File: src/rtl/trap_pkg.sv
package trap_pkg;

    // machine-status bit positions
    localparam int MSR_IE     = 1;
    localparam int MSR_BIP    = 3;
    localparam int MSR_EIP    = 9;
    localparam int MSR_UM     = 11;
    localparam int MSR_VM     = 13;
    localparam int SHADOW_OFS = 1;

    // exception-status bit positions and fault code base
    localparam int ESR_ST_BIT   = 10;
    localparam int ESR_DS_BIT   = 12;
    localparam int ESR_MMU_BASE = 16;

    // handler vector offsets from the base
    localparam int VOFS_IRQ = 'h10;
    localparam int VOFS_BRK = 'h18;
    localparam int VOFS_EXC = 'h20;

    // return-address register numbers
    localparam int RET_IRQ = 14;
    localparam int RET_BRK = 16;
    localparam int RET_EXC = 17;

    // request slots, highest priority first
    localparam int NREQ     = 4;
    localparam int SLOT_BRK = 0;
    localparam int SLOT_MMU = 1;
    localparam int SLOT_HWX = 2;
    localparam int SLOT_IRQ = 3;

    typedef enum logic [2:0] {
        TK_NONE  = 3'd0,
        TK_IRQ   = 3'd1,
        TK_HWEXC = 3'd2,
        TK_MMU   = 3'd3,
        TK_BRK   = 3'd4
    } trap_kind_e;

    typedef enum logic [1:0] {
        ST_RUN      = 2'd0,
        ST_MMU_PEND = 2'd1,
        ST_HALT     = 2'd2
    } ctl_state_e;

endpackage

File: src/rtl/trap_prio.sv
module trap_prio #(
    parameter int N = 4
) (
    input  logic [N-1:0] req,
    output logic [N-1:0] grant
);
    logic [N:0] seen;

    assign seen[0] = 1'b0;

    genvar g;
    generate
        for (g = 0; g < N; g++) begin : g_slot
            assign grant[g]  = req[g] & ~seen[g];
            assign seen[g+1] = seen[g] | req[g];
        end
    endgenerate
endmodule

File: src/rtl/trap_req_filter.sv
module trap_req_filter
    import trap_pkg::*;
#(
    parameter int XLEN = 32
) (
    input  logic            irq_req,
    input  logic            hwexc_req,
    input  logic            mmu_req,
    input  logic            brk_req,
    input  logic [XLEN-1:0] cur_msr,
    input  logic            in_dslot,
    input  logic            after_imm,
    output logic            any_grant,
    output trap_kind_e      kind
);
    logic            irq_ok;
    logic [NREQ-1:0] elig;
    logic [NREQ-1:0] grant;

    always_comb begin
        irq_ok = irq_req && cur_msr[MSR_IE] && !cur_msr[MSR_EIP]
                 && !cur_msr[MSR_BIP] && !in_dslot && !after_imm;
        elig           = '0;
        elig[SLOT_BRK] = brk_req;
        elig[SLOT_MMU] = mmu_req;
        elig[SLOT_HWX] = hwexc_req;
        elig[SLOT_IRQ] = irq_ok;
    end

    trap_prio #(.N(NREQ)) prio_i (
        .req   (elig),
        .grant (grant)
    );

    always_comb begin
        any_grant = |grant;
        if (grant[SLOT_BRK])      kind = TK_BRK;
        else if (grant[SLOT_MMU]) kind = TK_MMU;
        else if (grant[SLOT_HWX]) kind = TK_HWEXC;
        else if (grant[SLOT_IRQ]) kind = TK_IRQ;
        else                      kind = TK_NONE;
    end
endmodule

File: src/rtl/trap_frame.sv
module trap_frame
    import trap_pkg::*;
#(
    parameter int              XLEN     = 32,
    parameter int              RIDX_W   = 5,
    parameter logic [XLEN-1:0] VEC_BASE = '0
) (
    input  trap_kind_e        kind,
    input  logic [XLEN-1:0]   cur_pc,
    input  logic [XLEN-1:0]   cur_btarget,
    input  logic              in_dslot,
    input  logic              after_imm,
    input  logic              branch_had_imm,
    input  logic [XLEN-1:0]   cur_msr,
    input  logic [XLEN-1:0]   cur_esr,
    input  logic [1:0]        mmu_cause,
    input  logic              mmu_store,
    input  logic [XLEN-1:0]   mmu_addr,
    output logic [XLEN-1:0]   new_pc,
    output logic              rf_we,
    output logic [RIDX_W-1:0] rf_idx,
    output logic [XLEN-1:0]   rf_data,
    output logic              msr_we,
    output logic [XLEN-1:0]   msr_next,
    output logic              esr_we,
    output logic [XLEN-1:0]   esr_next,
    output logic              ear_we,
    output logic [XLEN-1:0]   ear_next,
    output logic              btr_we,
    output logic [XLEN-1:0]   btr_next,
    output logic              flags_clr
);
    localparam logic [XLEN-1:0] WORD    = XLEN'(XLEN / 8);
    localparam logic [XLEN-1:0] VEC_IRQ = VEC_BASE + XLEN'(VOFS_IRQ);
    localparam logic [XLEN-1:0] VEC_BRK = VEC_BASE + XLEN'(VOFS_BRK);
    localparam logic [XLEN-1:0] VEC_EXC = VEC_BASE + XLEN'(VOFS_EXC);

    logic            is_exc;
    logic [XLEN-1:0] mode_msr;
    logic [XLEN-1:0] mmu_ret;
    logic [XLEN-1:0] mmu_esr;

    // privileged, untranslated status with saved copies
    always_comb begin
        mode_msr                     = cur_msr;
        mode_msr[MSR_VM+SHADOW_OFS]  = cur_msr[MSR_VM];
        mode_msr[MSR_UM+SHADOW_OFS]  = cur_msr[MSR_UM];
        mode_msr[MSR_VM]             = 1'b0;
        mode_msr[MSR_UM]             = 1'b0;
    end

    // rewind so that a faulting slot re-runs its branch
    always_comb begin
        if (in_dslot)       mmu_ret = branch_had_imm ? cur_pc - (WORD << 1) : cur_pc - WORD;
        else if (after_imm) mmu_ret = cur_pc - WORD;
        else                mmu_ret = cur_pc;
    end

    always_comb begin
        mmu_esr             = '0;
        mmu_esr[4:0]        = 5'(ESR_MMU_BASE) | {3'b000, mmu_cause};
        mmu_esr[ESR_ST_BIT] = mmu_store;
    end

    always_comb begin
        is_exc    = (kind == TK_HWEXC) || (kind == TK_MMU);
        new_pc    = '0;
        rf_we     = 1'b0;
        rf_idx    = '0;
        rf_data   = '0;
        msr_we    = 1'b0;
        msr_next  = mode_msr;
        esr_we    = 1'b0;
        esr_next  = cur_esr;
        ear_we    = 1'b0;
        ear_next  = mmu_addr;
        btr_we    = 1'b0;
        btr_next  = cur_btarget;
        flags_clr = 1'b0;
        unique case (kind)
            TK_IRQ: begin
                new_pc  = VEC_IRQ;
                rf_we   = 1'b1;
                rf_idx  = RIDX_W'(RET_IRQ);
                rf_data = cur_pc;
                msr_we  = 1'b1;
            end
            TK_BRK: begin
                new_pc            = VEC_BRK;
                rf_we             = 1'b1;
                rf_idx            = RIDX_W'(RET_BRK);
                rf_data           = cur_pc;
                msr_we            = 1'b1;
                msr_next[MSR_BIP] = 1'b1;
            end
            TK_HWEXC: begin
                new_pc   = VEC_EXC;
                rf_we    = 1'b1;
                rf_idx   = RIDX_W'(RET_EXC);
                rf_data  = cur_pc + WORD;
                esr_next = cur_esr;
            end
            TK_MMU: begin
                new_pc   = VEC_EXC;
                rf_we    = 1'b1;
                rf_idx   = RIDX_W'(RET_EXC);
                rf_data  = mmu_ret;
                esr_next = mmu_esr;
                ear_we   = 1'b1;
            end
            default: begin
            end
        endcase
        if (is_exc) begin
            msr_we               = 1'b1;
            msr_next[MSR_EIP]    = 1'b1;
            esr_we               = 1'b1;
            esr_next[ESR_DS_BIT] = in_dslot;
            btr_we               = in_dslot;
            flags_clr            = 1'b1;
        end
    end
endmodule

File: src/rtl/trap_entry_ctrl.sv
module trap_entry_ctrl
    import trap_pkg::*;
#(
    parameter int              XLEN     = 32,
    parameter int              RIDX_W   = 5,
    parameter logic [XLEN-1:0] VEC_BASE = XLEN'(32'h1000_0000)
) (
    input  logic              clk,
    input  logic              rst_n,
    input  logic              irq_req,
    input  logic              hwexc_req,
    input  logic              mmu_req,
    input  logic [1:0]        mmu_cause,
    input  logic              mmu_store,
    input  logic [XLEN-1:0]   mmu_addr,
    input  logic              brk_req,
    input  logic [XLEN-1:0]   cur_pc,
    input  logic [XLEN-1:0]   cur_btarget,
    input  logic              in_dslot,
    input  logic              after_imm,
    input  logic              branch_had_imm,
    input  logic [XLEN-1:0]   cur_msr,
    input  logic [XLEN-1:0]   cur_esr,
    output logic              entry_taken,
    output logic [2:0]        entry_kind,
    output logic [XLEN-1:0]   new_pc,
    output logic              rf_we,
    output logic [RIDX_W-1:0] rf_idx,
    output logic [XLEN-1:0]   rf_data,
    output logic              msr_we,
    output logic [XLEN-1:0]   msr_next,
    output logic              esr_we,
    output logic [XLEN-1:0]   esr_next,
    output logic              ear_we,
    output logic [XLEN-1:0]   ear_next,
    output logic              btr_we,
    output logic [XLEN-1:0]   btr_next,
    output logic              flags_clr,
    output logic              fatal_err
);
    ctl_state_e state, state_nx;
    trap_kind_e req_kind;
    trap_kind_e eff_kind;
    logic       any_grant;
    logic       go;
    logic       recur;

    trap_req_filter #(.XLEN(XLEN)) filt_i (
        .irq_req   (irq_req),
        .hwexc_req (hwexc_req),
        .mmu_req   (mmu_req),
        .brk_req   (brk_req),
        .cur_msr   (cur_msr),
        .in_dslot  (in_dslot),
        .after_imm (after_imm),
        .any_grant (any_grant),
        .kind      (req_kind)
    );

    // state register
    always_ff @(posedge clk or negedge rst_n) begin
        if (!rst_n) state <= ST_RUN;
        else        state <= state_nx;
    end

    // entry decision per state
    always_comb begin
        go        = 1'b0;
        recur     = 1'b0;
        fatal_err = 1'b0;
        unique case (state)
            ST_RUN: begin
                go = rst_n && any_grant;
            end
            ST_MMU_PEND: begin
                recur = mmu_req;
                go    = rst_n && any_grant && !mmu_req;
            end
            ST_HALT: begin
                fatal_err = 1'b1;
            end
            default: begin
            end
        endcase
        eff_kind    = go ? req_kind : TK_NONE;
        entry_taken = go;
        entry_kind  = eff_kind;
    end

    // transitions
    always_comb begin
        state_nx = state;
        unique case (state)
            ST_RUN: begin
                if (go && req_kind == TK_MMU) state_nx = ST_MMU_PEND;
            end
            ST_MMU_PEND: begin
                if (recur)                  state_nx = ST_HALT;
                else if (!cur_msr[MSR_EIP]) state_nx = ST_RUN;
            end
            ST_HALT: begin
                state_nx = ST_HALT;
            end
            default: state_nx = ST_RUN;
        endcase
    end

    trap_frame #(
        .XLEN     (XLEN),
        .RIDX_W   (RIDX_W),
        .VEC_BASE (VEC_BASE)
    ) frame_i (
        .kind           (eff_kind),
        .cur_pc         (cur_pc),
        .cur_btarget    (cur_btarget),
        .in_dslot       (in_dslot),
        .after_imm      (after_imm),
        .branch_had_imm (branch_had_imm),
        .cur_msr        (cur_msr),
        .cur_esr        (cur_esr),
        .mmu_cause      (mmu_cause),
        .mmu_store      (mmu_store),
        .mmu_addr       (mmu_addr),
        .new_pc         (new_pc),
        .rf_we          (rf_we),
        .rf_idx         (rf_idx),
        .rf_data        (rf_data),
        .msr_we         (msr_we),
        .msr_next       (msr_next),
        .esr_we         (esr_we),
        .esr_next       (esr_next),
        .ear_we         (ear_we),
        .ear_next       (ear_next),
        .btr_we         (btr_we),
        .btr_next       (btr_next),
        .flags_clr      (flags_clr)
    );
endmodule

File: config.mk
export PLATFORM = sky130hd
export DESIGN_NAME = trap_entry_ctrl
export DESIGN_NICKNAME = d
export VERILOG_FILES = /design/src/rtl/trap_pkg.sv /design/src/rtl/trap_prio.sv /design/src/rtl/trap_req_filter.sv /design/src/rtl/trap_frame.sv /design/src/rtl/trap_entry_ctrl.sv
export SDC_FILE = /design/constraint.sdc
export NUM_CORES = 1
export LEC_CHECK = 0
export BUFFER_PORTS_ARGS = -buffer_cell sky130_fd_sc_hd__buf_2
export CORE_AREA = 2 2 148 150
export DETAILED_ROUTE_END_ITERATION = 6
export DIE_AREA = 0 0 150 152
export GPL_TIMING_DRIVEN = 0
export PLACE_DENSITY = 0.53
export REMOVE_ABC_BUFFERS = 1
export SLEW_MARGIN = 5
export SYNTH_ARGS = -nofsm -noshare
export SYNTH_HDL_FRONTEND = slang
export SYNTH_HIERARCHICAL = 1
export SYNTH_SLANG_ARGS = --single-unit
File: constraint.sdc
create_clock -name clk -period 4.73 [get_ports clk]
set_clock_uncertainty 0.2 [all_clocks]
set_input_delay 0.7095 -clock clk [delete_from_list [all_inputs] [get_ports clk]]
set_output_delay 0.7095 -clock clk [all_outputs]
set_load 0.01 [all_outputs]
== Word level (Yosys, flattened, before mapping) ==
Index checks and enable logic that the tools add are counted.

* Output and inout port bits: 208
* RAM bits: 0
* Flip-flop bits (word level): 2
* Logic and storage cells: 69
* Memories: 0
* Bits in latches: 0
* Input port bits: 172
* Bits in read-only memories: 0

* Eq/ne operators: 9
* Multipliers: 0
* $add $sub $neg: 3
* Reduce and logical (&&, ||, !) cells: 20
* Div/mod/pow operators: 0
* Bitwise operators: 8
* Magnitude comparators: 0
* Mux-type cells: 28
* Shift-type cells: 0

{| class="wikitable"
|+ Operators with widths
! kind !! number
|-
| $mux W32 || 4
|-
| $pmux W32 S3 || 1
|-
| $pmux W29 S3 || 1
|-
| $add A32 B3 Y32 const B || 1
|-
| $sub A32 B3 Y32 const B || 1
|-
| $sub A32 B4 Y32 const B || 1
|-
| $pmux W5 S3 || 1
|-
| $mux W1 || 12
|-
| $mux W3 || 4
|-
| $eq A3 B2 Y1 const B || 3
|-
| $logic_and A1 B1 Y1 || 8
|-
| $reduce_or A4 Y1 || 2
|-
| $mux W2 || 3
|-
| $pmux W2 S3 || 1
|-
| $logic_not A1 Y1 || 5
|-
| $reduce_or A2 Y1 || 2
|-
| $and A1 B1 Y1 || 3
|-
| $eq A3 B1 Y1 const B || 1
|-
| $eq A3 B3 Y1 const B || 1
|-
| $ne A3 B3 Y1 const B || 1
|-
| $not A1 Y1 || 3
|-
| $eq A2 B1 Y1 const B || 1
|-
| $eq A2 B2 Y1 const B || 1
|-
| $logic_not A2 Y1 || 1
|-
| 5 further kinds || 6
|}

== Longest topological paths before layout ==
* Word-level depth: 15
* Gate-level depth with buffers: 15
* Mapped depth without buffers: 14

== Hierarchy ==
The synthesis kept the hierarchy.

{| class="wikitable"
|+ Modules (own cells, without submodules)
! module !! area each (um^2) !! seq. area each (um^2) !! times used !! cells each
|-
| trap_frame || 3,335.7 || 0.0 || 1 || 526
|-
| trap_entry_ctrl || 165.2 || 50.0 || 1 || 14
|-
| trap_req_filter || 42.5 || 0.0 || 1 || 9
|-
| trap_prio || 36.3 || 0.0 || 1 || 4
|}

== Worst setup path after synthesis ==
No wires, ideal clock.

* Path kind: input-to-output
* From: input port cur_msr[9]
* To: output port rf_data[12]
* Arrival time: 3,448 ps
* Path buffers: 1
* Required time: 3,821 ps
* Cell stages on the path: 13
* Slack: 373 ps
* Path through: nor4_1 -> and3_1 -> nor4b_2 -> nor2_1 -> nand2_1 -> nand3b_4 -> nor3b_2 -> nor3b_1 -> nor2_1 -> inv_1 -> clkbuf_1 -> a31oi_1 -> o21ai_0

* Cells in the longest elaborated chain, start to end: 14
* Elaborated cells between the ends (all ways): 21
* Those cells by class: eq/ne (4); mux (7); bitwise (1); reduce/logical (9)

{| class="wikitable"
|+ RTL lines
! item !! line !! RTL
|-
| start, declared || trap_entry_ctrl.sv:22 || <nowiki>input logic [XLEN-1:0] cur_msr,</nowiki>
|-
| $logic_not A1 Y1 (*) || trap_req_filter.sv:21 || <nowiki>irq_ok = irq_req && cur_msr[MSR_IE] && !cur_msr[MSR_EIP]</nowiki>
|-
| $logic_and A1 B1 Y1 (*) || trap_req_filter.sv:21 ||
|-
| $logic_and A1 B1 Y1 (*) (3 in series) || trap_req_filter.sv:22 || <nowiki>&& !cur_msr[MSR_BIP] && !in_dslot && !after_imm;</nowiki>
|-
| via filt_i.irq_ok || trap_req_filter.sv:16 || <nowiki>logic irq_ok;</nowiki>
|-
| $and A1 B1 Y1 (*) || trap_prio.sv:14 || <nowiki>assign grant[g] = req[g] & ~seen[g];</nowiki>
|-
| via filt_i.grant[3] || trap_req_filter.sv:18 || <nowiki>logic [NREQ-1:0] grant;</nowiki>
|-
| $reduce_or A4 Y1 (*) || trap_req_filter.sv:36 || <nowiki>any_grant = |grant;</nowiki>
|-
| via any_grant || trap_entry_ctrl.sv:44 || <nowiki>logic any_grant;</nowiki>
|-
| $logic_and A1 B1 Y1 (*) || trap_entry_ctrl.sv:73, trap_entry_ctrl.sv:77 ||
|-
| $logic_and A1 B1 Y1 || trap_entry_ctrl.sv:77 || <nowiki>go = rst_n && any_grant && !mmu_req;</nowiki>
|-
| $pmux W1 S2 (*) || trap_entry_ctrl.sv:71 || <nowiki>unique case (state)</nowiki>
|-
| $mux W3 (*) || trap_entry_ctrl.sv:85 || <nowiki>eff_kind = go ? req_kind : TK_NONE;</nowiki>
|-
| via entry_kind[0] || trap_entry_ctrl.sv:25 || <nowiki>output logic [2:0] entry_kind,</nowiki>
|-
| $eq A3 B1 Y1 / $eq A3 B3 Y1 (equally long branches) || trap_frame.sv:80 || <nowiki>unique case (kind)</nowiki>
|-
| $reduce_or A2 Y1 (no source line) || n/a ||
|-
| $pmux W32 S3 (*) || trap_frame.sv:80 ||
|-
| end, declared || trap_entry_ctrl.sv:29 || <nowiki>output logic [XLEN-1:0] rf_data,</nowiki>
|}

The timed path passes the listed nets; every way through them passes the cells marked *.

== Worst setup path after layout ==
* From: input port in_dslot
* To: output port rf_data[26]

* Cells in the longest elaborated chain, start to end: 12
* Elaborated cells between the ends (all ways): 20
* Those cells by class: eq/ne (4); mux (8); bitwise (1); reduce/logical (7)

{| class="wikitable"
|+ RTL lines
! item !! line !! RTL
|-
| start, declared || trap_entry_ctrl.sv:19 || <nowiki>input logic in_dslot,</nowiki>
|-
| $logic_not A1 Y1 (*) || trap_req_filter.sv:22 ||
|-
| $logic_and A1 B1 Y1 (*) (2 in series) || trap_req_filter.sv:22 ||
|-
| via filt_i.irq_ok || trap_req_filter.sv:16 ||
|-
| $and A1 B1 Y1 (*) || trap_prio.sv:14 ||
|-
| via filt_i.grant[3] || trap_req_filter.sv:18 ||
|-
| $reduce_or A4 Y1 (*) || trap_req_filter.sv:36 ||
|-
| via any_grant || trap_entry_ctrl.sv:44 ||
|-
| $logic_and A1 B1 Y1 (*) || trap_entry_ctrl.sv:73, trap_entry_ctrl.sv:77 ||
|-
| $logic_and A1 B1 Y1 || trap_entry_ctrl.sv:77 ||
|-
| $pmux W1 S2 (*) || trap_entry_ctrl.sv:71 ||
|-
| $mux W3 (*) || trap_entry_ctrl.sv:85 ||
|-
| $eq A3 B1 Y1 / $eq A3 B3 Y1 (equally long branches) || trap_frame.sv:80 ||
|-
| $reduce_or A2 Y1 (no source line) || n/a ||
|-
| $pmux W32 S3 (*) || trap_frame.sv:80 ||
|}

Marked as above.

==> qor.yml <==
setup_path:
  start_kind: "input port"
  worstPathArrival_ns: 3.64
  worstSetupPathType: "in2out"
  rr_worst_depth: 2
  crit_path_end_kind: "output port"
  crit_required_ns: 3.82
  worstPathMaxFanout: 15
clock_network:
  cts.sinks: 2
  root_buffer: "clkbuf_16"
  clkTransAtPathRegs_ns: 0.03
  clkLatencyLatePin_ns: 0.22
  htree_levels: 1
  cts_buffers: 3
  clk_path_buf_depth: 2
  cts_tree: "yes"
  cts_hold_buf: 0
synthesis:
  yosysWarnings: 6
  ys_seq_area_frac: 0.01398
  synthesis.area_um2: 3580
  ys.flop_type: "dfrtp_1"
  synth.avg_cell_area_um2: 6.473
  netlist_instances: 553
  yosys-top-cells-area: "buf_4, and2_1, nand2_1, nor2_1, nand4_1"
  synth_cell_types: 79
  synth_top_area_frac: 0.2726
  synth_most_common_cell: "buf_4"
  synth_common_cells: "buf_4, nand2_1, nor2_1"
  synth_area_leader_cell: "buf_4"
  ys_async_sr_fraction: 1.000
  ys_ff_latch: 2
  synth-edff-count: 0
layout:
  fin_nets: 788
  drive_above_1_share: 0.3727
  reg.largest.list: "state x2"
  largest_reg_flops: 2
  final_cell_area_um2: 4148
  areaGrowthSynthToFinish_pct: 15.87
  top_register: "state"
global_routing:
  grt_pass1_wl_um: 30910
  antenna_found_initial: 1
  grt_max_degree: 40
  grtUsageTotal: 0.1929
  first_global_vias: 3846
  grt-ovfl-total: 0
floorplanning:
  core-area_um2: 21350
  ios: 380
  start_util: 0.1677
  dieArea_um2: 22800
  rows: 54
  die_h_um: 152
  fp.dieW_um: 150
power_and_ir_drop:
  cellLeakagePower_uw: 0.001829
  ir_drop_mv: 0.07764
  p_per_area_nw_per_um2: 108.0
route:
  post_drt_wl_per_cell_um: 26.46
  drc: 0
  drtAntennaViolNets: 0
  drt_iter0_markers: 467
  vias: 4404
  drt-vias-per-instance: 4.948
  drtPass1Iterations: 5
  drt_wl_total_um: 23550
sta:
  worst_pin_slew_ns: 0.8411
  fin_ws_ns: 0.1809
  hold_viol: 0
  slew_violations: 0
  fin_crit_sh: 0.9618
  setup_viol: 0
  fmax_mhz: 219.8
  slew_headroom: 0.4346
  fin_crit_ns: 4.549
  finalSetupTns_ns: 0
run_status:
  status: "complete, no violations"
placed_design:
  postPlaceCellArea_um2: 3770
  port_buffers: 165
  dp_hpwl_um: 19200
  gp_congestion: 0.9256
  post-place-ws_ns: -3.217
flow_run:
  maxCapViolCount: 0
min_path:
  hold_class: "in2async"
## timing repair
| item | 4_1_cts | 5_1_grt |
|---|---|---|
| endpoints found under the setup margin | 71 | 29 |
| cloned | 2 | 0 |
| buffers inserted | 20 | 1 |
| gates resized for setup | 18 | 8 |
| pin swaps | 3 | 2 |
## where the power goes
part	total (uW)	internal, uW	switching (uW)
Clock	126	107	18.3
Sequential	19.3	18.3	1.02
Combinational	303	119	184
Total	448	245	203
## stage by stage
stage	util	hold WS [ns]	total power (uW)	instances
2_1_floorplan	-	0.2139	153.3	416
3_3_place_gp	0.1750	0.3243	290.1	861
3_5_place_dp	0.1766	0.3232	292.9	863
4_1_cts	0.1922	0.09718	444.9	888
5_1_grt	0.1942	0.1038	479.8	889
6_report	0.1943	0.09801	447.8	890
## worst max-delay path, cell delays in order
cell	delay (ns)
buf_2	0.17
nor4_2	0.22
and3_1	0.21
nor4b_4	0.22
nor2_1	0.06
nand2_1	0.11
nand3b_4	0.14
nor3b_4	0.33
nand2b_4	0.21
clkinvlp_4	0.16
buf_4	0.19
buf_4	0.19
nand2_1	0.08
a31oi_1	0.05
o21a_1	0.15
a221o_1	0.27
buf_2	0.14
## layout by cell type (no fill, tap or decap), drive strengths merged, types with 4 or more instances in the layout
master    n
buf     188
nand2    45
nor2     36
and2     33
conb     30
nand4    22
o21ai    21
a21oi    18
inv      16
nand3    16
nor4     15
a31oi    14
nor3     13
o31ai    10
o211ai    9
or4       8
nand2b    6
xnor2     5
or3       5
ha        5
nor3b     5
nand3b    5
a21o      4
and3      4
and4      4
o22ai     4
## cell families after synthesis
group,count (synthesis),share of synthesized area
buffers and inverters,185,0.3352
adder cells (fa/ha/maj),5,0.01748
other,1,0.001048
AO/OA/AOI/OAI,120,0.2324
multiplexers,3,0.009087
AND/OR/NAND/NOR,230,0.3736
flip-flops,2,0.01398
XOR/XNOR,7,0.01713
## final timing paths
path | start | end | slack (ns)
setup / recovery | in_dslot | rf_data[26] | 0.18
hold / removal | rst_n | state[0] | 0.1
setup reg to reg | state[0] | state[1] | 3.64
hold reg to reg | state[1] | state[1] | 0.39
max in group asynchronous | rst_n | state[1] | 4.11
min in group clk | state[1] | state[1] | 0.39
## metal layers
metal,vias to the layer above,part of all wire,wire length (um),GRT usage
li1,1953,-,-,-
met4,4,0.0051,120,0.01348
met1,1979,0.31,7248,0.1977
met5,-,0.0034,80,0.02826
met3,12,0.22,5170,0.1514
met2,456,0.46,10930,0.3205
## cell type report
cell class | count | area [um2]
repair buffers | 188 | 1035
well taps | 280 | 350.3
multi-input cells | 396 | 2545
clock buffers | 3 | 75.07
diodes | 1 | 2.502
repair inverters | 1 | 7.507
inverters | 19 | 82.58
fillers | 2472 | 17200
flip-flops and latches | 2 | 50.05
Power figures use the tool's default switching activity.
